--- src/rtl/i2c_addr_matcher_pkg.sv ---
package i2c_addr_matcher_pkg;

   typedef enum logic [1:0] {
      XM_IDLE = 2'd0,
      XM_MTX  = 2'd1,
      XM_MRX  = 2'd2,
      XM_SRX  = 2'd3
   } xfer_mode_e;

   typedef struct packed {
      logic hit;
      logic gc;
      logic rw;
      logic ack;
   } byte_decision_t;

endpackage

--- src/rtl/iam_addr_cmp.sv ---
module iam_addr_cmp #(
   parameter int ADDR_W     = 7,
   parameter bit GC_SUPPORT = 1'b1,
   localparam int BYTE_W    = ADDR_W + 1
) (
   input  logic [BYTE_W-1:0] rx_byte,
   input  logic [ADDR_W-1:0] own_addr,
   input  logic              gc_enable,
   output logic              own_hit,
   output logic              gc_hit
);

   logic [ADDR_W-1:0] bit_eq;

   // Per-bit comparator, one XNOR per address bit
   for (genvar i = 0; i < ADDR_W; i++) begin : g_bit
      assign bit_eq[i] = rx_byte[i+1] ~^ own_addr[i];
   end

   // The all-zero address is reserved for the general call
   assign own_hit = (&bit_eq) & (|own_addr);

   if (GC_SUPPORT) begin : g_gc
      assign gc_hit = gc_enable & ~(|rx_byte);
   end else begin : g_no_gc
      assign gc_hit = gc_enable & 1'b0;
   end

endmodule

--- src/rtl/iam_ack_policy.sv ---
module iam_ack_policy
   import i2c_addr_matcher_pkg::*;
(
   input  logic           own_hit,
   input  logic           gc_hit,
   input  logic           byte_is_addr,
   input  logic           ack_enable,
   input  logic           dir_bit,
   input  logic [1:0]     xfer_mode,
   output byte_decision_t dec
);

   xfer_mode_e mode;
   logic       rx_mode;

   assign mode    = xfer_mode_e'(xfer_mode);
   assign rx_mode = (mode == XM_MRX) || (mode == XM_SRX);

   always_comb begin
      dec     = '0;
      dec.gc  = gc_hit;
      dec.rw  = dir_bit;
      if (byte_is_addr) begin
         dec.hit = ack_enable & (own_hit | gc_hit);
         dec.ack = dec.hit;
      end else begin
         dec.hit = 1'b0;
         dec.ack = ack_enable & rx_mode;
      end
   end

endmodule

--- src/rtl/iam_out_reg.sv ---
module iam_out_reg
   import i2c_addr_matcher_pkg::*;
(
   input  logic           clk,
   input  logic           rst_n,
   input  logic           byte_valid,
   input  logic           ack_done,
   input  byte_decision_t dec,
   output logic           match_pulse,
   output logic           match_gc,
   output logic           match_rw,
   output logic           ack_drive
);

   always_ff @(posedge clk or negedge rst_n) begin
      if (!rst_n) begin
         match_pulse <= 1'b0;
         match_gc    <= 1'b0;
         match_rw    <= 1'b0;
         ack_drive   <= 1'b0;
      end else begin
         match_pulse <= byte_valid & dec.hit;
         if (byte_valid && dec.hit) begin
            match_gc <= dec.gc;
            match_rw <= dec.rw;
         end
         if (byte_valid)
            ack_drive <= dec.ack;
         else if (ack_done)
            ack_drive <= 1'b0;
      end
   end


   pulse_origin_chk: assert property (@(posedge clk) disable iff (!rst_n)
      match_pulse |-> $past(byte_valid));


   ack_hold_chk: assert property (@(posedge clk) disable iff (!rst_n)
      ack_drive && !byte_valid && !ack_done |=> ack_drive);


   ack_release_chk: assert property (@(posedge clk) disable iff (!rst_n)
      ack_done && !byte_valid |=> !ack_drive);


   rw_keep_chk: assert property (@(posedge clk) disable iff (!rst_n)
      !match_pulse |-> $stable(match_rw) && $stable(match_gc));

endmodule

--- src/rtl/i2c_addr_matcher.sv ---
module i2c_addr_matcher
   import i2c_addr_matcher_pkg::*;
#(
   parameter int ADDR_W     = 7,
   parameter bit GC_SUPPORT = 1'b1,
   localparam int BYTE_W    = ADDR_W + 1
) (
   input  logic              clk,
   input  logic              rst_n,
   input  logic              byte_valid,
   input  logic              byte_is_addr,
   input  logic [BYTE_W-1:0] rx_byte,
   input  logic [ADDR_W-1:0] own_addr,
   input  logic              gc_enable,
   input  logic              ack_enable,
   input  logic [1:0]        xfer_mode,
   input  logic              ack_done,
   output logic              match_pulse,
   output logic              match_gc,
   output logic              match_rw,
   output logic              ack_drive
);

   if (ADDR_W < 1 || ADDR_W > 10) begin : g_bad_width
      $error("i2c_addr_matcher: ADDR_W out of range");
   end

   logic           own_hit;
   logic           gc_hit;
   byte_decision_t dec;

   iam_addr_cmp #(
      .ADDR_W     (ADDR_W),
      .GC_SUPPORT (GC_SUPPORT)
   ) u_cmp (
      .rx_byte   (rx_byte),
      .own_addr  (own_addr),
      .gc_enable (gc_enable),
      .own_hit   (own_hit),
      .gc_hit    (gc_hit)
   );

   iam_ack_policy u_policy (
      .own_hit      (own_hit),
      .gc_hit       (gc_hit),
      .byte_is_addr (byte_is_addr),
      .ack_enable   (ack_enable),
      .dir_bit      (rx_byte[0]),
      .xfer_mode    (xfer_mode),
      .dec          (dec)
   );

   iam_out_reg u_out (
      .clk         (clk),
      .rst_n       (rst_n),
      .byte_valid  (byte_valid),
      .ack_done    (ack_done),
      .dec         (dec),
      .match_pulse (match_pulse),
      .match_gc    (match_gc),
      .match_rw    (match_rw),
      .ack_drive   (ack_drive)
   );


   no_ack_when_off_chk: assert property (@(posedge clk) disable iff (!rst_n)
      byte_valid && byte_is_addr && !ack_enable |=> !ack_drive && !match_pulse);


   data_no_pulse_chk: assert property (@(posedge clk) disable iff (!rst_n)
      byte_valid && !byte_is_addr |=> !match_pulse);


   gc_needs_enable_chk: assert property (@(posedge clk) disable iff (!rst_n)
      match_pulse && match_gc |-> $past(gc_enable) && ($past(rx_byte) == '0));


   rw_capture_chk: assert property (@(posedge clk) disable iff (!rst_n)
      match_pulse |-> match_rw == $past(rx_byte[0]));

endmodule

--- config.mk ---
export PLATFORM = sky130hd
export DESIGN_NAME = i2c_addr_matcher
export DESIGN_NICKNAME = d
export VERILOG_FILES = /design/src/rtl/i2c_addr_matcher_pkg.sv /design/src/rtl/iam_addr_cmp.sv /design/src/rtl/iam_ack_policy.sv /design/src/rtl/iam_out_reg.sv /design/src/rtl/i2c_addr_matcher.sv
export SDC_FILE = /design/constraint.sdc
export NUM_CORES = 1
export LEC_CHECK = 0
export CORE_AREA = 2 2 39 41
export DETAILED_ROUTE_END_ITERATION = 10
export DIE_AREA = 0 0 41 43
export DONT_BUFFER_PORTS = 1
export GPL_ROUTABILITY_DRIVEN = 1
export PLACE_DENSITY = 0.47
export SLEW_MARGIN = 0
export SYNTH_ARGS = -nofsm -noshare
export SYNTH_HDL_FRONTEND = slang
export SYNTH_HIERARCHICAL = 1
export SYNTH_SLANG_ARGS = --single-unit
--- constraint.sdc ---
create_clock -name clk -period 1 [get_ports clk]
set_clock_uncertainty 0.1 [all_clocks]
set_input_delay 0.25 -clock clk [delete_from_list [all_inputs] [get_ports clk]]
set_output_delay 0.25 -clock clk [all_outputs]
set_load 0.02 [all_outputs]
==> flow_summary.toml <==
[finish]
syn_to_final_growth_pct = 51.0
seq_area_sq_um = 103
mostFrequentLayoutCells = "buf_4, xnor2_1, clkbuf_4, nor2_1, nand2_1"
final_util_pct = 33.7
final_common_cell = "buf_4"
drive_gt1_share_pct = 57.1
nFillCells = 161
fin_nets = 68
num_antenna_cells = 0
multi_input_area_sq_um = 248

[synth]
synth_seq_cells = 4
yosysTopAreaCell = "dfrtp_1"
syn-cell-area_sq_um = 309
syn_inst = 33
avgSynthCellArea_sq_um = 9.37
ys_types = 17
synth_area_leaders = "dfrtp_1, xnor2_1, mux2_4"
syn-num-nets = 57
yosysWarnings = 6
yosysSeqAreaShare_pct = 32.4
synth_top_area_share_pct = 32.4

[worst_setup_path]
cp.required_ns = 1.02
start_kind = "input port"
r2r-start = "u_out/match_rw$_DFFE_PN0P_"
critPathMaxFanout = 3
startpoint = "own_addr[2]"
endpoint_kind = "flip-flop"
arrival_ns = 1.51
critPathKind = "input port to flip-flop"

[power_and_ir_drop]
p_leak_nw = 0.184
power-per-cell-area_nw_per_um2 = 973
p_comb_share_pct = 16.0
clkPwrFrac_pct = 45.9
swShare_pct = 24.4
pwr-share-seq_pct = 38.0
p_switching_mw = 0.111
ir_worst_vdd_v = 0.000171
p_int_mw = 0.343

[clocking]
cts_sinks = 4
clk_latency_ns = 0.24
root_buffer = "clkbuf_4"
clock_path_buffers = 2
clk_pin_slew_ns = 0.04
tritoncts = "yes"
numCtsBuffers = 3
cts_htree_levels = 1

[min_path]
hold_start = "rx_byte[0]"
hp-class = "input port to flip-flop"

[die]
core_sq_um = 1380
die_area_sq_um = 1760
dieWidth_um = 41
chipHeight_um = 43
initial_utilization_pct = 22.3
io_pins = 28
rows = 14

[global_route]
grt_start_max_net_pins = 5
track_usage_pct = 11.6
grt_pass1_wl_mm = 1.28
grt_pass1_vias = 383
antenna_found_initial = 0
grt_overflow = 0

[sta]
finalCritPeriodShare_pct = 149
slew_headroom_pct = 82.0
final.min_clock_period_ns = 1.49
worst_pin_slew_ns = 0.270
slew_violations = 0
setup_ws_ns = -0.486
hold_viol = 0
rsz0062_at_grt = "yes"
tns_ns = -1.86
fmax_mhz = 673
setup_viol = 8

[job]
drv_cap = 0

[drt]
ant_nets = 0
first_iter_violations = 0
routed_wl_um = 878
first_pass_iters = 1
drc = 0
vias = 289
routedWlPerCell_um = 15.1
routed_via_density = 4.98

[placement]
io_buffers = 0
place.gp.congestion = 0.682

[outcome]
outcome = "finished with violations"
violations = "negative setup slack"
[sequential cells by signal, summed over array words and instances (netlist names)]
signal	cells
u_out/ack_drive	1
u_out/match_rw	1
u_out/match_gc	1
u_out/match_pulse	1
[layer usage]
metal | vias up | GRT usage (%) | part of all wire [%]
li1 | 133 | - | -
met1 | 128 | 8.92 | 31
met2 | 26 | 19.4 | 51
met3 | 2 | 4.19 | 15
met4 | 0 | 12.0 | 2.8
met5 | - | 0 | 0
[worst paths after layout]
check | endpoint | slack (ns) | cells after the start
setup / recovery | u_out/match_gc$_DFFE_PN0P_ | -0.49 | 7
hold / removal | u_out/match_rw$_DFFE_PN0P_ | 0.06 | 1
setup reg to reg | u_out/match_rw$_DFFE_PN0P_ | 0.01 | 2
hold reg to reg | u_out/ack_drive$_DFFE_PN0P_ | 0.50 | 1
max in group asynchronous | u_out/match_pulse$_DFF_PN0_ | 0.43 | 1
min in group asynchronous | u_out/match_rw$_DFFE_PN0P_ | 0.18 | 1
[cell type report]
cell class                      count  area share (%)
Multi-Input combinational cell     26            53.1
Sequential cell                     4            22.0
Timing Repair Buffer                8            15.0
Clock buffer                        3            4.83
Tap cell                           16            4.29
Inverter                            1           0.804
[what timing repair did]
item	CTS	global route
hold endpoints to repair	4	0
pin swaps	2	2
endpoints found under the setup margin	8	8
resized for setup	5	7
buffers inserted	4	0
hold buffers	1	0
[power by group through the flow]
| stage | Clock, mW | Sequential (mW) | Combinational (mW) |
|---|---|---|---|
| detailed placement | 0 | 0.174 | 0.0537 |
| global route | 0.226 | 0.173 | 0.0806 |
| floorplan | 0 | 0.176 | 0.0449 |
| global placement | 0 | 0.174 | 0.0505 |
| finish | 0.209 | 0.173 | 0.0728 |
| CTS | 0.208 | 0.172 | 0.0652 |
[logic make-up after synthesis]
| logic type | share of synthesized area, % |
|---|---|
| flops | 32.4 |
| buf+inv | 6.07 |
| mux | 9.72 |
| xor+xnor | 17.0 |
| simple gates | 20.7 |
| compound gates | 14.2 |
[Yosys cell counts]
master,n
buf_4,2
inv_1,1
o21ai_1,1
a211o_1,1
a22o_2,1
nor4b_1,1
xnor2_1,4
nand4_1,1
a21oi_1,1
a2111oi_2,1
dfrtp_1,4
mux2_4,2
nand2_2,1
nand2_1,3
nor4_1,2
nor2_1,5
xor2_1,2
[critical path, stage by stage]
cell and delay, ns:
nor4_4 0.02, a211o_1 0.32, a2111oi_4 0.32, nor2_2 0.09, nor2_2 0.12, nand2_2 0.09, mux2_4 0.30
[through the flow]
step / setup WS, ns / area [sq um] / power (mW) / hold WS (ns) / instances
2_1_floorplan: -0.641 / 324 / 0.221 / -0.146 / 33
3_3_place_gp: -0.771 / 359 / 0.225 / -0.146 / 51
3_5_place_dp: -0.824 / 359 / 0.228 / -0.145 / 51
4_1_cts: -0.492 / 433 / 0.446 / 0.0613 / 58
5_1_grt: -0.534 / 467 / 0.480 / 0.0519 / 58
6_report: -0.486 / 467 / 0.454 / 0.0583 / 58
Power figures use the tool's default switching activity.
